### src/rtl/op_steer_pkg.sv
package op_steer_pkg;
    localparam int OPC_W     = 6;
    localparam int STEER_W   = 2;
    localparam int NUM_TYPES = 3;
    localparam int FUNC_W    = OPC_W - STEER_W;

    typedef enum logic {
        PH_LOW  = 1'b0,
        PH_HIGH = 1'b1
    } phase_t;
endpackage

### src/rtl/op_steer_phase.sv
module op_steer_phase
    import op_steer_pkg::*;
(
    input  logic clk,
    input  logic rst_n,
    input  logic req,
    output logic ack,
    output logic fire
);
    phase_t state, state_nx;

    always_comb begin
        state_nx = state;
        unique case (state)
            PH_LOW:  if (req)  state_nx = PH_HIGH;
            PH_HIGH: if (!req) state_nx = PH_LOW;
        endcase
    end

    always_ff @(posedge clk) begin
        if (!rst_n) state <= PH_LOW;
        else        state <= state_nx;
    end

    always_comb begin
        ack  = 1'b0;
        fire = 1'b0;
        unique case (state)
            PH_LOW:  begin ack = 1'b0; fire = req;  end
            PH_HIGH: begin ack = 1'b1; fire = !req; end
        endcase
    end

    // the acknowledge follows an event's request level one edge later
    p_ack_follows_r2: assert property (@(posedge clk) disable iff (!rst_n)
        fire |=> (ack == $past(req)));
endmodule

### src/rtl/op_steer_select.sv
module op_steer_select (
    input  logic clk,
    input  logic rst_n,
    input  logic fire,
    input  logic steer,
    output logic t_out,
    output logic f_out
);
    always_ff @(posedge clk) begin
        if (!rst_n) begin
            t_out <= 1'b0;
            f_out <= 1'b0;
        end else if (fire) begin
            if (steer) t_out <= ~t_out;
            else       f_out <= ~f_out;
        end
    end

    // one event moves exactly one of the two wires of a lane
    p_one_side_r4: assert property (@(posedge clk) disable iff (!rst_n)
        fire |=> ($stable(t_out) != $stable(f_out)));
    // no event, no movement
    p_lane_quiet_r7: assert property (@(posedge clk) disable iff (!rst_n)
        !fire |=> ($stable(t_out) && $stable(f_out)));
endmodule

### src/rtl/op_steer_decoder.sv
module op_steer_decoder
    import op_steer_pkg::*;
(
    input  logic                 clk,
    input  logic                 rst_n,
    input  logic                 stage_req,
    input  logic [OPC_W-1:0]     opcode,
    output logic                 stage_ack,
    output logic [NUM_TYPES-1:0] evt_true,
    output logic [NUM_TYPES-1:0] evt_false,
    output logic [FUNC_W-1:0]    exec_func,
    output logic                 illegal
);
    logic                 fire;
    logic [NUM_TYPES-1:0] steer;
    logic                 code_none;

    op_steer_phase u_phase (
        .clk  (clk),
        .rst_n(rst_n),
        .req  (stage_req),
        .ack  (stage_ack),
        .fire (fire)
    );

    for (genvar k = 0; k < NUM_TYPES; k++) begin : g_lane
        assign steer[k] = (opcode[STEER_W-1:0] == STEER_W'(k + 1));
        op_steer_select u_sel (
            .clk  (clk),
            .rst_n(rst_n),
            .fire (fire),
            .steer(steer[k]),
            .t_out(evt_true[k]),
            .f_out(evt_false[k])
        );
    end

    assign code_none = (opcode[STEER_W-1:0] == '0);

    always_ff @(posedge clk) begin
        if (!rst_n) begin
            exec_func <= '0;
            illegal   <= 1'b0;
        end else if (fire) begin
            exec_func <= opcode[OPC_W-1:STEER_W];
            if (code_none) illegal <= 1'b1;
        end
    end

    // never more than one true wire moves per edge
    p_true_onehot_r3: assert property (@(posedge clk) disable iff (!rst_n)
        1'b1 |=> ($countones(evt_true ^ $past(evt_true)) <= 1));
    // a legal code moves exactly one true wire
    p_legal_moves_r3: assert property (@(posedge clk) disable iff (!rst_n)
        (fire && !code_none) |=> ($countones(evt_true ^ $past(evt_true)) == 1));
    // code 00 moves no true wire and raises the flag
    p_none_code_r5: assert property (@(posedge clk) disable iff (!rst_n)
        (fire && code_none) |=> ($stable(evt_true) && illegal));
    // flag is sticky
    p_illegal_sticky_r5: assert property (@(posedge clk) disable iff (!rst_n)
        illegal |=> illegal);
    // without an event the forwarded field holds
    p_func_hold_r7: assert property (@(posedge clk) disable iff (!rst_n)
        !fire |=> $stable(exec_func));
endmodule

### config.mk
export PLATFORM = sky130hd
export DESIGN_NAME = op_steer_decoder
export DESIGN_NICKNAME = d
export VERILOG_FILES = /design/src/rtl/op_steer_pkg.sv /design/src/rtl/op_steer_phase.sv /design/src/rtl/op_steer_select.sv /design/src/rtl/op_steer_decoder.sv
export SDC_FILE = /design/constraint.sdc
export NUM_CORES = 1
export LEC_CHECK = 0
export BUFFER_PORTS_ARGS = -buffer_cell sky130_fd_sc_hd__buf_4
export CAP_MARGIN = 20
export CELL_PAD_IN_SITES_DETAIL_PLACEMENT = 2
export CELL_PAD_IN_SITES_GLOBAL_PLACEMENT = 2
export CORE_UTILIZATION = 28
export CTS_CLUSTER_SIZE = 28
export DETAILED_ROUTE_END_ITERATION = 8
export GPL_TIMING_DRIVEN = 0
export PLACE_DENSITY = 0.82
export SYNTH_ARGS = -nofsm -noshare
export SYNTH_HDL_FRONTEND = slang
export SYNTH_HIERARCHICAL = 1
export SYNTH_SLANG_ARGS = --single-unit
### constraint.sdc
create_clock -name clk -period 3.8 [get_ports clk]
set_input_delay 0 -clock clk [delete_from_list [all_inputs] [get_ports clk]]
set_output_delay 0 -clock clk [all_outputs]
set_load 0.02 [all_outputs]
# Yosys cells after proc, flatten, opt, wreduce, memory -nomap -nowiden

Index checks and enable logic that the tools add are counted.

Word-level logic and storage cells: 34
Bits in registers: 12
Bits of input ports: 9
Output and inout port bits: 12

Bitwise logic cells: 10
Equal/unequal tests: 3
Muxes and demuxes: 3
Reductions and logical operators: 9

Operators with widths:

| operator                                             | number |
|---|---|
| AND reduction 2 bit                                  | 7 |
| inverter 1 bit                                       | 10 |
| equality test 2 bit (second input constant)          | 2 |
| case mux 1 bit (2 select lines)                      | 2 |
| equality test 2 x 1 -> 1 bit (second input constant) | 1 |
| logical NOT 2 bit                                    | 1 |
| logical NOT 1 bit                                    | 1 |
| two-way mux 1 bit                                    | 1 |

# Depth between registers and ports, before layout

Word-level depth: 3
Gate-level depth with buffers: 4
Depth with buffers taken out: 3

# By module

Netlist, hierarchy kept.

Modules (own cells, without submodules):

| module           | cells an instance | sequential area each (µm²) | times used | area each (µm²) |
|---|---|---|---|---|
| op_steer_select  | 10                | 40.0                       | 3          | 90.1 |
| op_steer_decoder | 19                | 100.1                      | 1          | 215.2 |
| op_steer_phase   | 3                 | 20.0                       | 1          | 36.3 |

# Worst setup path after synthesis

Ideal clock, no wire load.

Path type: register to register
From: reg u_phase.state
To: reg exec_func[0]
Buffers on the path: 1
Path slack: 2.398 ns
Required time: 3.684 ns
Period minus slack after synthesis: 1.402 ns
Data arrival time: 1.286 ns
Stages on the path, launching flop included: 5
Setup time: 0.116 ns
Cells stage by stage: dfxtp_1 > xor2_1 > buf_6 > mux2i_1 > nor2b_1

Word-level cells in the longest chain between the ends: 2

RTL lines:

| element                             | RTL line               | RTL |
|---|---|---|
| start: declaration                  | op_steer_phase.sv:10   | `phase_t state, state_nx;` |
| start signal: assignment            | op_steer_phase.sv:22   | `else state <= state_nx;` |
| inverter 1 bit                      | op_steer_phase.sv:28   | `unique case (state)` |
| case mux 1 bit (2 select lines) (*) | op_steer_phase.sv:28   |  |
| via fire                            | op_steer_decoder.sv:14 | `logic fire;` |
| end signal: assignment              | op_steer_decoder.sv:45 | `exec_func <= opcode[OPC_W-1:STEER_W];` |
| end: declaration                    | op_steer_decoder.sv:11 | `output logic [FUNC_W-1:0] exec_func,` |

The timed path passes the listed nets; every way through them passes the cells marked *.
A chain may end at the register's enable or synchronous reset.

# Final worst setup path

From: in stage_req
To: reg exec_func[3]

Word-level cells in the longest chain between the ends: 2

RTL lines:

| element                             | RTL line               | RTL |
|---|---|---|
| start: declaration                  | op_steer_decoder.sv:6  | `input logic stage_req,` |
| logical NOT 1 bit                   | op_steer_phase.sv:30   | `PH_HIGH: begin ack = 1'b1; fire = !req; end` |
| case mux 1 bit (2 select lines) (*) | op_steer_phase.sv:28   |  |
| via fire                            | op_steer_decoder.sv:14 |  |

Marks and branches as above.

==> impl_metrics.toml <==
[run_status]
outcome = "finished clean"

[die]
die_w_um = 45.2
core.rowCount = 15
die_area_sq_um = 2040
dieHeight_um = 45.2
core_area_sq_um = 1750
initial_core_util_pct = 29.9
io_pins = 21

[yosys]
yosysSeqAreaShare_pct = 46.0
syn_inst = 52
syn_avg_cell_area_sq_um = 10.0
ys_warn_count = 6
syn_area_sq_um = 522
synth.net_count = 61
synth_ff_type = "dfxtp_1"
synth_cell_types = 13
synth-edff-count = 0
yosys_register_bits = 12
ys_async_sr_fraction_pct = 0

[place]
place_area_sq_um = 703
routabilityCongestion = 0.624
placedCellCount = 97
portBuffers = 20
dpl.hpwl_um = 910

[sta]
min_period_ns = 1.55
fin_crit_sh_pct = 40.8
hold_viol = 0
slew_violations = 0
max_freq_ghz = 0.644
finalSetupTns_ns = 0
finClkSkew_ns = 0.00399
setup_viol = 0
tightest_slew_ns = 0.677
relSlewSlack_pct = 54.7
rsz0062_at_grt = "false"

[cells_and_area]
layout_commonest_cell = "buf_4"
fin_area_sq_um = 766
insertedDiodeCount = 0
fin_nets = 90
final_cells = 104
fillers = 210
layout_common_cells = "buf_4, dfxtp_1, nor2b_1, nand2_1, mux2i_1"
syn2layout_area_growth_pct = 46.8
drive_gt1_share_pct = 32.9

[hold_path]
hp-class = "input port to register"
hp-start = "opcode[2]"
hold_depth = 3
hold_path_end = "exec_func[0]$_SDFFE_PN0P_"

[clock_network]
worstSkewPairLatency_ns = 0.27
clk_path_buf_depth = 2
root_buffer = "clkbuf_4"
cts.sinks = 12
path_clk_slew_ns = 0.07
numCtsBuffers = 3
cts_tree = "done"
cts_setup_buffers = 0
ctsHtreeMaxLevel = 1

[pwr]
leakage_nw = 0.354
p_per_area_nw_per_um2 = 385
peakVddDrop_mv = 0.124
p_total_mw = 0.295

[setup_path]
worstPathRequired_ns = 3.96
worstRegToRegCells = 4
crit_path_end_kind = "register"
worst_ep_arrival_time_ns = 1.71
r2r_end = "exec_func[3]$_SDFFE_PN0P_"
start_kind = "input port"
r2r_start = "u_phase/state$_SDFF_PN0_"
r2r_slack_ns = 2.28
critPathKind = "input port to register"
crit_fanout = 10

[route]
wire_per_inst_um = 12.3
drc = 0
drt_iter0_drc = 5
via_count = 455
dr.pass1.iters = 4
viasPerCell = 4.38
drt-total-wl_mm = 1.28
ant_nets = 0

[grt]
antenna_found_initial = 0
grt_pass1_wl_mm = 2.08
grt_util_all_layers_pct = 15.0
first_global_vias = 485
grt.overflow.total = 0
grt_max_degree = 19

[job]
drv_cap = 0
[cell families (layout without fill, tap and decap cells)]
group	Yosys count	in the layout	synth area share [%]
buf+inv	1	28	2.16
mux	7	7	13.4
xor+xnor	1	1	1.68
compound gates	4	4	4.32
simple gates	27	27	32.4
flops	12	12	46.0
[cell usage after synthesis (3+ instances only)]
| master | number | share of area (%) |
|---|---|---|
| nand2b_1 | 3 | 3.6 |
| o21ai_1 | 3 | 2.9 |
| nand4bb_1 | 3 | 6.5 |
| nor2b_1 | 9 | 11 |
| dfxtp_1 | 12 | 46 |
| nand2_1 | 9 | 6.5 |
| mux2i_1 | 7 | 13 |
[how the worst max path moves through the flow]
stage	slack, ns	to	from
floorplan	2.40	exec_func[0]$_SDFFE_PN0P_	u_phase/state$_SDFF_PN0_
global placement	2.34	exec_func[1]$_SDFFE_PN0P_	u_phase/state$_SDFF_PN0_
detailed placement	2.28	exec_func[0]$_SDFFE_PN0P_	u_phase/state$_SDFF_PN0_
CTS	2.25	exec_func[0]$_SDFFE_PN0P_	stage_req
global route	2.14	exec_func[3]$_SDFFE_PN0P_	stage_req
finish	2.25	exec_func[3]$_SDFFE_PN0P_	stage_req
[state kept, by name, summed over array words and instances, names as in the netlist]
register and flops:
g_lane.u_sel/f_out 3, exec_func 4, g_lane.u_sel/t_out 3, illegal 1, u_phase/state 1
[metrics by stage]
step | setup WS (ns) | hold slack (ns) | utilization [%]
after floorplan | 2.40 | 0.118 | -
after global placement | 2.34 | 0.234 | 40.3
after detailed placement | 2.28 | 0.240 | 40.3
after CTS | 2.25 | 0.00501 | 43.9
after global routing | 2.14 | 0.00523 | 43.9
final | 2.25 | 0.0101 | 43.9
[final cells by class]
class                   count  area [sq um]  area share, %
repair buffers             24           190           24.8
multi-input cells          39           270           35.3
well taps                  25          31.3           4.08
flip-flops and latches     12           240           31.4
clock buffers               3          22.5           2.94
plain buffers               1          11.3           1.47
[report_power, final]
| group | total [mW] | switching, mW | internal [mW] | leakage [nW] |
|---|---|---|---|---|
| registers | 0.143 | 0.00648 | 0.136 | 0.0990 |
| logic | 0.0744 | 0.0363 | 0.0381 | 0.241 |
| clock network | 0.0774 | 0.0408 | 0.0366 | 0.0138 |
| total | 0.295 | 0.0836 | 0.211 | 0.354 |
[critical path, cell delays in order]
cell and delay [ns]:
dlygate4sd3_1 0.53, buf_4 0.14, xor2_1 0.53, buf_6 0.22
mux2i_1 0.21, nor2b_1 0.07
[layer usage]
| metal | share of wire, % | vias to the layer above | GRT usage [%] |
|---|---|---|---|
| met1 | 44 | 216 | 18.3 |
| met2 | 51 | 8 | 22.3 |
| met5 | 0 | - | 0 |
| li1 | - | 229 | - |
| met4 | 0.94 | 0 | 9.09 |
| met3 | 3.4 | 2 | 5.20 |
[what timing repair did]
item / CTS / global route
hold buffers: 4 / 0
hold endpoints to repair: 4 / 0
gates resized for setup: 0 / 0
(Power assumes the default switching activity.)
